File: src/rtl/dtmr_pkg.sv
package dtmr_pkg;
  localparam int BYTE_W = 8;
  localparam int CNT_W  = 16;
  localparam int FLAG_W = 7;
  localparam int ADDR_W = 4;
  localparam int T1_BIT = 6;
  localparam int T2_BIT = 5;

  typedef enum logic [3:0] {
    A_T1_CNT_LO = 4'd4,
    A_T1_CNT_HI = 4'd5,
    A_T1_LAT_LO = 4'd6,
    A_T1_LAT_HI = 4'd7,
    A_T2_LO     = 4'd8,
    A_T2_HI     = 4'd9,
    A_SHIFT     = 4'd10,
    A_FLAGS     = 4'd13,
    A_ENABLE    = 4'd14
  } reg_addr_e;
endpackage

File: src/rtl/dtmr_reload_timer.sv
module dtmr_reload_timer #(
  parameter int BYTE_W = dtmr_pkg::BYTE_W,
  parameter int CNT_W  = dtmr_pkg::CNT_W
) (
  input  logic              clk,
  input  logic              rst_n,
  input  logic              tick,
  input  logic              lat_lo_we,
  input  logic              lat_hi_we,
  input  logic              load_we,
  input  logic [BYTE_W-1:0] wbyte,
  output logic [CNT_W-1:0]  latch_o,
  output logic [CNT_W-1:0]  count_o,
  output logic              hit_o
);
  localparam logic [CNT_W-1:0] ALL_ONES = {CNT_W{1'b1}};
  localparam logic [CNT_W-1:0] ONE      = CNT_W'(1);

  logic [CNT_W-1:0] latch_q, latch_d;
  logic [CNT_W-1:0] cnt_q, cnt_d;
  logic             wrap_q, wrap_d;
  logic             hit;

  always_comb begin
    latch_d = latch_q;
    if (lat_lo_we) latch_d[BYTE_W-1:0]     = wbyte;
    if (lat_hi_we) latch_d[CNT_W-1:BYTE_W] = wbyte;
  end

  always_comb begin
    cnt_d  = cnt_q;
    wrap_d = wrap_q;
    hit    = 1'b0;
    if (load_we) begin
      cnt_d  = latch_d;
      wrap_d = 1'b0;
    end else if (tick) begin
      if (wrap_q) begin
        cnt_d  = latch_q;
        wrap_d = 1'b0;
        hit    = (latch_q == '0);
      end else if (cnt_q == '0) begin
        cnt_d  = ALL_ONES;
        wrap_d = 1'b1;
      end else begin
        cnt_d  = cnt_q - ONE;
        hit    = (cnt_q == ONE);
      end
    end
  end

  always_ff @(posedge clk or negedge rst_n) begin
    if (!rst_n) begin
      latch_q <= ALL_ONES;
      cnt_q   <= ALL_ONES;
      wrap_q  <= 1'b0;
    end else begin
      if (lat_lo_we || lat_hi_we) latch_q <= latch_d;
      if (load_we || tick) begin
        cnt_q  <= cnt_d;
        wrap_q <= wrap_d;
      end
    end
  end

  assign latch_o = latch_q;
  assign count_o = cnt_q;
  assign hit_o   = hit;

  assert_wrap_R1: assert property (@(posedge clk) disable iff (!rst_n)
    (tick && !load_we && !wrap_q && cnt_q == '0) |=> (cnt_q == ALL_ONES));
  assert_reload_R1: assert property (@(posedge clk) disable iff (!rst_n)
    (tick && !load_we && wrap_q) |=> (cnt_q == $past(latch_q)));
  assert_load_R3: assert property (@(posedge clk) disable iff (!rst_n)
    load_we |=> (cnt_q == latch_q && !wrap_q));
  assert_idle_R1: assert property (@(posedge clk) disable iff (!rst_n)
    (!tick && !load_we) |=> $stable(cnt_q));
endmodule

File: src/rtl/dtmr_oneshot_timer.sv
module dtmr_oneshot_timer #(
  parameter int BYTE_W = dtmr_pkg::BYTE_W,
  parameter int CNT_W  = dtmr_pkg::CNT_W
) (
  input  logic              clk,
  input  logic              rst_n,
  input  logic              tick,
  input  logic              lo_we,
  input  logic              load_we,
  input  logic [BYTE_W-1:0] wbyte,
  output logic [CNT_W-1:0]  count_o,
  output logic              hit_o
);
  localparam logic [CNT_W-1:0] ONE = CNT_W'(1);

  logic [BYTE_W-1:0] lo_q;
  logic [CNT_W-1:0]  cnt_q, cnt_d;
  logic              armed_q, armed_d;
  logic              hit;

  always_comb begin
    cnt_d   = cnt_q;
    armed_d = armed_q;
    hit     = 1'b0;
    if (load_we) begin
      cnt_d   = {wbyte, lo_q};
      armed_d = 1'b1;
    end else if (tick) begin
      cnt_d = cnt_q - ONE;
      if (armed_q && cnt_q == ONE) begin
        hit     = 1'b1;
        armed_d = 1'b0;
      end
    end
  end

  always_ff @(posedge clk or negedge rst_n) begin
    if (!rst_n) begin
      lo_q    <= '0;
      cnt_q   <= {CNT_W{1'b1}};
      armed_q <= 1'b0;
    end else begin
      if (lo_we) lo_q <= wbyte;
      if (load_we || tick) begin
        cnt_q   <= cnt_d;
        armed_q <= armed_d;
      end
    end
  end

  assign count_o = cnt_q;
  assign hit_o   = hit;

  assert_single_shot_R7: assert property (@(posedge clk) disable iff (!rst_n)
    hit_o |=> !armed_q);
  assert_load_R6: assert property (@(posedge clk) disable iff (!rst_n)
    load_we |=> (cnt_q == {$past(wbyte), $past(lo_q)} && armed_q));
  assert_wrap_R7: assert property (@(posedge clk) disable iff (!rst_n)
    (tick && !load_we && cnt_q == '0) |=> (cnt_q == {CNT_W{1'b1}}));
endmodule

File: src/rtl/dtmr_irq_ctl.sv
module dtmr_irq_ctl #(
  parameter int BYTE_W = dtmr_pkg::BYTE_W,
  parameter int FLAG_W = dtmr_pkg::FLAG_W,
  parameter int T1_BIT = dtmr_pkg::T1_BIT,
  parameter int T2_BIT = dtmr_pkg::T2_BIT
) (
  input  logic              clk,
  input  logic              rst_n,
  input  logic              t1_hit,
  input  logic              t2_hit,
  input  logic              t1_clr,
  input  logic              t2_clr,
  input  logic              flag_we,
  input  logic              ena_we,
  input  logic [BYTE_W-1:0] wbyte,
  output logic [FLAG_W-1:0] flags_o,
  output logic [FLAG_W-1:0] ena_o,
  output logic              irq_o
);
  localparam int SEL_BIT = BYTE_W - 1;

  logic [FLAG_W-1:0] flags_q, flags_d, ena_q, ena_d;
  logic [FLAG_W-1:0] set_vec, clr_vec;

  always_comb begin
    set_vec = '0;
    clr_vec = '0;
    set_vec[T1_BIT] = t1_hit;
    set_vec[T2_BIT] = t2_hit;
    if (flag_we) clr_vec = wbyte[FLAG_W-1:0];
    if (t1_clr)  clr_vec[T1_BIT] = 1'b1;
    if (t2_clr)  clr_vec[T2_BIT] = 1'b1;
    flags_d = (flags_q & ~clr_vec) | set_vec;
  end

  always_comb begin
    ena_d = ena_q;
    if (ena_we) begin
      if (wbyte[SEL_BIT]) ena_d = ena_q | wbyte[FLAG_W-1:0];
      else                ena_d = ena_q & ~wbyte[FLAG_W-1:0];
    end
  end

  always_ff @(posedge clk or negedge rst_n) begin
    if (!rst_n) begin
      flags_q <= '0;
      ena_q   <= '0;
    end else begin
      flags_q <= flags_d;
      if (ena_we) ena_q <= ena_d;
    end
  end

  assign flags_o = flags_q;
  assign ena_o   = ena_q;
  assign irq_o   = |(flags_q & ena_q);

  assert_t1_set_R2: assert property (@(posedge clk) disable iff (!rst_n)
    t1_hit |=> flags_q[T1_BIT]);
  assert_t2_set_R7: assert property (@(posedge clk) disable iff (!rst_n)
    t2_hit |=> flags_q[T2_BIT]);
  assert_ena_set_R9: assert property (@(posedge clk) disable iff (!rst_n)
    (ena_we && wbyte[SEL_BIT]) |=>
      ((ena_q & $past(wbyte[FLAG_W-1:0])) == $past(wbyte[FLAG_W-1:0])));
  assert_ena_clr_R9: assert property (@(posedge clk) disable iff (!rst_n)
    (ena_we && !wbyte[SEL_BIT]) |=> ((ena_q & $past(wbyte[FLAG_W-1:0])) == '0));
  assert_flag_clr_R10: assert property (@(posedge clk) disable iff (!rst_n)
    (flag_we && wbyte[T2_BIT] && !t2_hit) |=> !flags_q[T2_BIT]);
  assert_irq_quiet_R11: assert property (@(posedge clk) disable iff (!rst_n)
    (ena_q == '0) |-> !irq_o);
endmodule

File: src/rtl/dual_timer_irq.sv
module dual_timer_irq #(
  parameter int ADDR_W = dtmr_pkg::ADDR_W,
  parameter int BYTE_W = dtmr_pkg::BYTE_W,
  parameter int CNT_W  = dtmr_pkg::CNT_W,
  parameter int FLAG_W = dtmr_pkg::FLAG_W
) (
  input  logic              clk,
  input  logic              rst_n,
  input  logic [ADDR_W-1:0] addr,
  input  logic              wr_en,
  input  logic              rd_en,
  input  logic [BYTE_W-1:0] wdata,
  output logic [BYTE_W-1:0] rdata,
  input  logic              tick_en,
  output logic              irq
);
  import dtmr_pkg::*;

  logic [1:0]        rst_sync_q;
  logic              core_rst_n;
  logic [CNT_W-1:0]  t1_latch, t1_cnt, t2_cnt;
  logic              t1_hit, t2_hit;
  logic [FLAG_W-1:0] flags, ena;
  logic [BYTE_W-1:0] shift_q;
  logic              irq_int;

  logic wr_t1_lo, wr_t1_hi_ld, wr_t1_lat_lo, wr_t1_lat_hi;
  logic wr_t2_lo, wr_t2_hi, wr_shift, wr_flags, wr_ena, rd_t2_lo;

  always_ff @(posedge clk or negedge rst_n) begin
    if (!rst_n) rst_sync_q <= 2'b00;
    else        rst_sync_q <= {rst_sync_q[0], 1'b1};
  end
  assign core_rst_n = rst_sync_q[1];

  assign wr_t1_lo     = wr_en && (addr == A_T1_CNT_LO);
  assign wr_t1_hi_ld  = wr_en && (addr == A_T1_CNT_HI);
  assign wr_t1_lat_lo = wr_en && (addr == A_T1_LAT_LO);
  assign wr_t1_lat_hi = wr_en && (addr == A_T1_LAT_HI);
  assign wr_t2_lo     = wr_en && (addr == A_T2_LO);
  assign wr_t2_hi     = wr_en && (addr == A_T2_HI);
  assign wr_shift     = wr_en && (addr == A_SHIFT);
  assign wr_flags     = wr_en && (addr == A_FLAGS);
  assign wr_ena       = wr_en && (addr == A_ENABLE);
  assign rd_t2_lo     = rd_en && (addr == A_T2_LO);

  dtmr_reload_timer #(.BYTE_W(BYTE_W), .CNT_W(CNT_W)) u_t1 (
    .clk       (clk),
    .rst_n     (core_rst_n),
    .tick      (tick_en),
    .lat_lo_we (wr_t1_lo || wr_t1_lat_lo),
    .lat_hi_we (wr_t1_hi_ld || wr_t1_lat_hi),
    .load_we   (wr_t1_hi_ld),
    .wbyte     (wdata),
    .latch_o   (t1_latch),
    .count_o   (t1_cnt),
    .hit_o     (t1_hit)
  );

  dtmr_oneshot_timer #(.BYTE_W(BYTE_W), .CNT_W(CNT_W)) u_t2 (
    .clk     (clk),
    .rst_n   (core_rst_n),
    .tick    (tick_en),
    .lo_we   (wr_t2_lo),
    .load_we (wr_t2_hi),
    .wbyte   (wdata),
    .count_o (t2_cnt),
    .hit_o   (t2_hit)
  );

  dtmr_irq_ctl #(.BYTE_W(BYTE_W), .FLAG_W(FLAG_W)) u_irq (
    .clk     (clk),
    .rst_n   (core_rst_n),
    .t1_hit  (t1_hit),
    .t2_hit  (t2_hit),
    .t1_clr  (wr_t1_hi_ld || wr_t1_lat_hi),
    .t2_clr  (rd_t2_lo),
    .flag_we (wr_flags),
    .ena_we  (wr_ena),
    .wbyte   (wdata),
    .flags_o (flags),
    .ena_o   (ena),
    .irq_o   (irq_int)
  );

  always_ff @(posedge clk or negedge core_rst_n) begin
    if (!core_rst_n)   shift_q <= '0;
    else if (wr_shift) shift_q <= wdata;
  end

  always_comb begin
    rdata = '0;
    case (addr)
      A_T1_CNT_LO: rdata = t1_cnt[BYTE_W-1:0];
      A_T1_CNT_HI: rdata = t1_cnt[CNT_W-1:BYTE_W];
      A_T1_LAT_LO: rdata = t1_latch[BYTE_W-1:0];
      A_T1_LAT_HI: rdata = t1_latch[CNT_W-1:BYTE_W];
      A_T2_LO:     rdata = t2_cnt[BYTE_W-1:0];
      A_T2_HI:     rdata = t2_cnt[CNT_W-1:BYTE_W];
      A_SHIFT:     rdata = shift_q;
      A_FLAGS:     rdata = {irq_int, flags};
      A_ENABLE:    rdata = {1'b1, ena};
      default:     rdata = '0;
    endcase
  end

  assign irq = irq_int;

  assert_summary_bit_R8: assert property (@(posedge clk) disable iff (!core_rst_n)
    (addr == A_FLAGS) |-> (rdata[BYTE_W-1] == irq));
  assert_t1_flag_clear_R3: assert property (@(posedge clk) disable iff (!core_rst_n)
    (wr_t1_hi_ld && !t1_hit) |=> !flags[T1_BIT]);
endmodule

File: config.mk
export PLATFORM = sky130hd
export DESIGN_NAME = dual_timer_irq
export DESIGN_NICKNAME = d
export VERILOG_FILES = /design/src/rtl/dtmr_pkg.sv /design/src/rtl/dtmr_reload_timer.sv /design/src/rtl/dtmr_oneshot_timer.sv /design/src/rtl/dtmr_irq_ctl.sv /design/src/rtl/dual_timer_irq.sv
export SDC_FILE = /design/constraint.sdc
export NUM_CORES = 1
export LEC_CHECK = 0
export ABC_AREA = 0
export BUFFER_PORTS_ARGS = -buffer_cell sky130_fd_sc_hd__buf_2
export CAP_MARGIN = 40
export CELL_PAD_IN_SITES_DETAIL_PLACEMENT = 1
export CELL_PAD_IN_SITES_GLOBAL_PLACEMENT = 2
export CORE_AREA = 2 2 112 114
export DETAILED_ROUTE_END_ITERATION = 8
export DIE_AREA = 0 0 114 116
export MAX_ROUTING_LAYER = met4
export PLACE_DENSITY = 0.8
export SLEW_MARGIN = 20
export SYNTH_ARGS = -nofsm -noshare
export SYNTH_HDL_FRONTEND = slang
export SYNTH_SLANG_ARGS = --single-unit
File: constraint.sdc
create_clock -name clk -period 3.05 [get_ports clk]
set_clock_uncertainty 0.15 [all_clocks]
set_input_delay 0.305 -clock clk [delete_from_list [all_inputs] [get_ports clk]]
set_output_delay 0.305 -clock clk [all_outputs]
set_load 0.02 [all_outputs]
==> results.json, run 1 <==
{
  "grt_setup_unrepaired": "false",
  "gp_congestion": 0.889,
  "status": "finished, final reports clean",
  "final.min_clock_period_ns": 2.50,
  "antenna_left": 0,
  "post-route-period-util_pct": 81.8,
  "path_delay_family": "simple AND/OR/NAND/NOR gates",
  "drc": 0,
  "p_leak_nw": 2.14,
  "cts.path.max_buffers": 2,
  "vdd_drop_max_mv": 0.388,
  "cp.required_ns": 2.59,
  "final_util_pct": 45.0,
  "critPathMaxFanout": 19,
  "place_inst": 638,
  "max_clock_freq_mhz": 401,
  "hold_class": "register to async pin",
  "clk_pin_slew_ns": 0.06,
  "initial_core_util_pct": 39.9,
  "yosysSeqAreaShare_pct": 44.5,
  "h-tree-depth": 3,
  "antennaDiodeCount": 0,
  "grt_max_degree": 57,
  "io_pins": 26,
  "routed_wl_um": 15600,
  "synth_edf_count": 0,
  "drive_gt1_share_pct": 28.9,
  "track_usage_pct": 25.9,
  "worst-r2r-cell-count": 7,
  "via_per_inst": 6.02,
  "yosys_register_bits": 82,
  "path_class": "input port to output port",
  "setup_violations": 0,
  "synth_area_um2": 4750,
  "num_rows": 40,
  "avgSynthCellArea_um2": 9.87,
  "vias": 3943,
  "synthArstFlopShare_pct": 100,
  "cts.repair.resized": 0,
  "grt_pass1_wl_um": 24500,
  "cpMaxStageDelayCell": "nor3_1",
  "crit_path_start": "addr[3]",
  "worst_pin_slew_ns": 0.714,
  "insertion_delay_ns": 0.35,
  "max-slew-margin-rel_pct": 52.1,
  "cts_tree": "done",
  "reg2reg_to": "u_t1.count_o[7]",
  "hold_viol": 0,
  "final_cell_mix": "48 x dfstp_2, 46 x nand2_1, 42 x nor2_1, 39 x mux2_2, 33 x dfrtp_1",
  "netlist_instances": 481,
  "cts-root-buf": "clkbuf_16",
  "maxSlewViolCount": 0,
  "globalRouteOverflowTotal": 0,
  "layout_commonest_cell": "dfstp_2",
  "drt-initial-drc-count": 267,
  "cp_num_cells": 6,
  "final_cells": 655,
  "rr_startpoint": "u_t1.count_o[0]",
  "synth_warnings": 0,
  "maxCapViolCount": 0,
  "r2r_slack_ns": 0.62,
  "path_common_cell": "buf_2",
  "fp.dieH_um": 116,
  "cts_sinks": 82,
  "cts_made_buffers": 9,
  "nets": 525,
  "post-place-ws_ns": 0.500,
  "crit_path_end_kind": "output port",
  "portBuffers": 25,
  "crit_path_end": "rdata[1]",
  "finalSetupTns_ns": 0,
  "dp_hpwl_um": 10900,
  "die_x_um": 114,
  "start_kind": "input port",
  "power_density_nw_per_um2": 813,
  "drt_pass1_iterations": 4,
  "cp.arrival_ns": 2.04,
  "grt_pass1_vias": 4141,
  "die_area_um2": 13200,
  "grt_antenna_before_repair": 0,
  "wl_per_cell_um": 23.8,
  "path_cells": "buf_2 -> nand2b_1 -> nor3_1 -> a21oi_1 -> o211ai_1 -> buf_2",
  "path_buf_inv": 2,
  "synth-main-ff-cell": "dfstp_2",
  "setup_slack_ns": 0.555,
  "area_delta_synth_final_pct": 12.8,
  "synth_nets": 503,
  "core_area_um2": 11900,
  "critPathMaxStageDelay_ns": 0.63,
  "synth.distinct_cells": 55
}
==> flip-flops by register name (all words and copies together) (netlist names), named ones only <==
signal / cells
u_t1.count_o: 16
u_t1.latch_o: 16
u_t2.count_o: 16
shift_q: 8
u_t2.lo_q: 8
u_irq.flags_o: 7
rst_sync_q: 2
u_t1.wrap_q: 1
u_t2.armed_q: 1
==> what timing repair did <==
action                                  CTS  global route
hold endpoints to repair                  2             0
setup buffers                             0             0
endpoints found under the setup margin    0             0
hold buffers                              1             0
==> cell type report <==
| class | count | area (um2) |
|---|---|---|
| clock buffers | 11 | 233 |
| clock inverters | 5 | 56.3 |
| fillers | 1368 | 6550 |
| inverters | 12 | 45.0 |
| multi-input cells | 361 | 2490 |
| flip-flops and latches | 82 | 2120 |
| well taps | 147 | 184 |
| repair buffers | 37 | 238 |
==> synth_stat cells, types with 11 or more instances <==
cell type / count / share of area [%]
a21oi_1: 28 / 3.0
clkbuf_1: 16 / 1.3
dfrtp_1: 34 / 18
dfstp_2: 48 / 27
inv_1: 11 / 0.87
mux2_2: 39 / 9.2
mux2i_1: 13 / 2.7
nand2_1: 46 / 3.6
nand3_1: 13 / 1.4
nor2_1: 42 / 3.3
nor3_1: 11 / 1.2
o21ai_0: 18 / 1.9
xnor2_1: 18 / 3.3
==> power breakdown <==
group | leakage (nW) | switching (mW) | internal (mW)
logic | 1.07 | 0.609 | 0.575
clock network | 0.139 | 0.445 | 0.633
registers | 0.931 | 0.505 | 1.59
==> per-layer routing <==
layer / up-vias / GRT usage [%] / part of all wire [%]
met4: 0 / 9.51 / 2.3
met5: - / - / 0
met1: 2002 / 34.7 / 45
met3: 25 / 3.14 / 5.1
li1: 1809 / - / -
met2: 107 / 40.5 / 48
==> worst min path at each step <==
stage | startpoint | to | slack (ns) | depth (start not counted)
2_1_floorplan | rst_n | rst_sync_q[0] | -0.14 | 0
3_3_place_gp | rst_n | rst_sync_q[0] | -0.06 | 1
3_5_place_dp | rst_n | rst_sync_q[1] | -0.06 | 1
4_1_cts | rst_n | rst_sync_q[1] | 0.1 | 2
5_1_grt | rst_sync_q[1] | u_t1.wrap_q | 0.12 | 0
6_report | rst_sync_q[1] | u_t1.wrap_q | 0.10 | 0
==> cells by family after synthesis <==
group / share of synthesized area [%]
adders and majority gates: 1.32
xor gates and xnor gates: 4.61
buffers and inverters: 3.16
other: 0.0790
AOI/OAI and AO/OA: 15.8
muxes: 12.9
DFF: 44.5
and+or+nand+nor: 17.6
==> stage by stage <==
step	cell area [um2]	power (mW)	hold WS [ns]
2_1_floorplan	4750	2.81	-0.141
3_3_place_gp	5030	3.22	-0.0598
3_5_place_dp	5060	3.28	-0.0572
4_1_cts	5360	4.38	0.0993
5_1_grt	5360	4.61	0.124
6_report	5360	4.36	0.102
Power figures use the tool's default switching activity.
==> run 2: changes to the inputs <==
- ABC_AREA: 0 -> 1
- CORE_AREA: 2 2 112 114 -> 2 2 122 124
- DIE_AREA: 0 0 114 116 -> 0 0 124 126
- clock period: 3.05 -> 2.5 ns (I/O delays scaled with it)
==> results.json, run 2 <==
{
  "layout_commonest_cell": "nand2_1",
  "place_inst": 908,
  "cpMaxStageDelayCell": "dfstp_2",
  "grt_max_degree": 45,
  "hp-start": "wdata[3]",
  "num_rows": 44,
  "cts.path.max_buffers": 2,
  "timing.hold.ws_ns": 0.0290,
  "synth_top_area_share_pct": 25.0,
  "nets": 758,
  "die_x_um": 124,
  "setup_slack_ns": 0.394,
  "p_leak_nw": 2.71,
  "max_clock_freq_mhz": 475,
  "netlist_instances": 708,
  "drt-initial-drc-count": 262,
  "post-place-ws_ns": 0.500,
  "cp.arrival_ns": 1.71,
  "setup_violations": 0,
  "cts-root-buf": "clkbuf_16",
  "wl_per_cell_um": 20.8,
  "synth_area_um2": 5030,
  "cp.required_ns": 2.10,
  "synthArstFlopShare_pct": 100,
  "max-slew-margin-rel_pct": 61.5,
  "dp_hpwl_um": 14900,
  "start_kind": "register",
  "vias": 4960,
  "globalRouteOverflowTotal": 0,
  "final_cell_mix": "201 x nand2_1, 85 x inv_1, 63 x nor2_1, 48 x dfstp_2, 45 x o21ai_0",
  "final_cells": 925,
  "antenna_left": 0,
  "cts_tree": "done",
  "clk_pin_slew_ns": 0.07,
  "synth.most_common_cell": "nand2_1",
  "path_delay_family": "flip-flops",
  "finalSetupTns_ns": 0,
  "grt_pass1_vias": 5253,
  "maxCapViolCount": 0,
  "power.share.sequential_pct": 39.8,
  "hold_viol": 0,
  "synth_edf_count": 0,
  "switchingPower_mw": 2.39,
  "hold_depth": 3,
  "hold_class": "input port to register",
  "worst_pin_slew_ns": 0.576,
  "post_cts_buffers": 0,
  "io_pins": 26,
  "grt_pass1_wl_um": 30700,
  "critPathMaxStageDelay_ns": 0.56,
  "final.min_clock_period_ns": 2.11,
  "p_comb_share_pct": 34.6,
  "drt_pass1_iterations": 4,
  "drc": 0,
  "portBuffers": 25,
  "synth.distinct_cells": 35,
  "hold_end": "u_t2.count_o[11]",
  "critPathMaxFanout": 4,
  "drive_gt1_share_pct": 17.5,
  "h-tree-depth": 3,
  "path_cells": "inv_1 -> o21ai_0 -> a21oi_1 -> nand3_1 -> buf_2",
  "via_per_inst": 5.36,
  "gp_congestion": 0.935,
  "synth_warnings": 0,
  "synth_area_leaders": "dfstp_2 25%, dfrtp_1 17%, nand2_1 15%, inv_1 6.3%, nor2_1 4.7%",
  "status": "finished, final reports clean",
  "maxSlewViolCount": 0,
  "area_delta_synth_final_pct": 12.9,
  "antennaDiodeCount": 0,
  "worst-r2r-cell-count": 7,
  "vdd_drop_max_mv": 0.323,
  "synth_nets": 730,
  "synth_top_area_cell": "dfstp_2",
  "yosys_register_bits": 82,
  "rr_startpoint": "u_t1.count_o[8]",
  "synth_common_cells": "201 x nand2_1, 85 x inv_1, 63 x nor2_1, 48 x dfstp_2, 45 x o21ai_0",
  "die_area_um2": 15600,
  "fp.dieH_um": 126,
  "crit_path_end_kind": "output port",
  "internal-power_mw": 3.42,
  "cts_sinks": 82,
  "p_total_mw": 5.82,
  "yosysSeqAreaShare_pct": 41.9,
  "r2r_slack_ns": 0.51,
  "initial_core_util_pct": 35.2,
  "grt_antenna_before_repair": 0,
  "path_class": "register to output port",
  "cts_made_buffers": 9,
  "core_area_um2": 14300,
  "routed_wl_um": 19200,
  "avgSynthCellArea_um2": 7.11,
  "synth-main-ff-cell": "dfstp_2",
  "path_buf_inv": 2,
  "post-route-period-util_pct": 84.2,
  "power_density_nw_per_um2": 1020,
  "power.share.clock_pct": 25.6,
  "insertion_delay_ns": 0.35,
  "sw_frac_of_total_pct": 41.2,
  "track_usage_pct": 27.3,
  "grt_setup_unrepaired": "false",
  "reg2reg_to": "u_t1.count_o[10]"
}
[run 2: cell count changes after synthesis, moves of 14 or more]
cell | before | now
o21ai_0 | 18 | 45
xnor2_1 | 18 | 0
clkbuf_1 | 16 | 2
nor2_1 | 42 | 63
mux2_2 | 39 | 0
nand2_1 | 46 | 201
o21ai_1 | 0 | 40
inv_1 | 11 | 85
inv_2 | 0 | 16
nand3_1 | 13 | 40
[run 2: kinds of logic after synthesis]
family | Yosys count | share of synthesized area, %
AO/OA/AOI/OAI | 153 | 16.5
AND/OR/NAND/NOR | 343 | 29.3
buffers and inverters | 113 | 9.02
flip-flops | 82 | 41.9
XOR/XNOR | 11 | 1.91
adder cells (fa/ha/maj) | 5 | 1.24
other | 1 | 0.0745
[run 2: layout make-up]
cell class	instances	area, um2
sequential	82	2120
inverter	101	379
timing repair buffer	29	170
clock buffer	10	239
tap	184	230
multi-input combinational	513	2470
fill	1836	8630
clock inverter	6	80.1
[run 2: worst reg2reg max path: stages (launching register included)]
cell     delay, ns
dfstp_2       0.40
nor2_1        0.17
nand2_1       0.10
nor2_1        0.34
nand3_1       0.18
nand2_1       0.34
nor2_1        0.08
o21ai_0       0.15
[run 2: how the worst max path moves through the flow]
stage	start	endpoint	cells past startpoint
2_1_floorplan	u_t1.count_o[0]	u_t1.count_o[6]	7
3_3_place_gp	addr[2]	rdata[5]	10
3_5_place_dp	addr[3]	rdata[6]	8
4_1_cts	u_t2.count_o[14]	rdata[6]	5
5_1_grt	u_t1.count_o[0]	u_t1.count_o[12]	9
6_report	u_t2.count_o[14]	rdata[6]	5
[run 2: routing by layer]
| layer | wire length, um | vias to the layer above | global-route usage, % | share of wire [%] |
|---|---|---|---|---|
| li1 | - | 2343 | - | - |
| met1 | 9190 | 2483 | 38.5 | 48 |
| met2 | 9010 | 114 | 41.7 | 47 |
| met3 | 713 | 20 | 3.13 | 3.7 |
| met4 | 316 | 0 | 7.40 | 1.6 |
| met5 | 0 | - | - | 0 |
[run 2: timing repair]
| item | 4_1_cts | 5_1_grt |
|---|---|---|
| hold buffers | 1 | 0 |
| resized for setup | 0 | 0 |
| endpoints found under the hold margin | 2 | 0 |
[run 2: power by group through the flow]
stage	clock network, mW	registers, mW	logic [mW]
after floorplan	0	2.17	1.39
after global placement	0	2.32	1.95
after detailed placement	0	2.32	2.00
after CTS	1.50	2.31	2.01
after global routing	1.56	2.37	2.30
final	1.49	2.31	2.01
[run 2: through the flow]
step	util (%)	cell area (um2)
3_3_place_gp	37.4	5350
3_5_place_dp	37.4	5350
2_1_floorplan	-	5040
6_report	39.7	5680
4_1_cts	39.7	5680
5_1_grt	39.7	5680
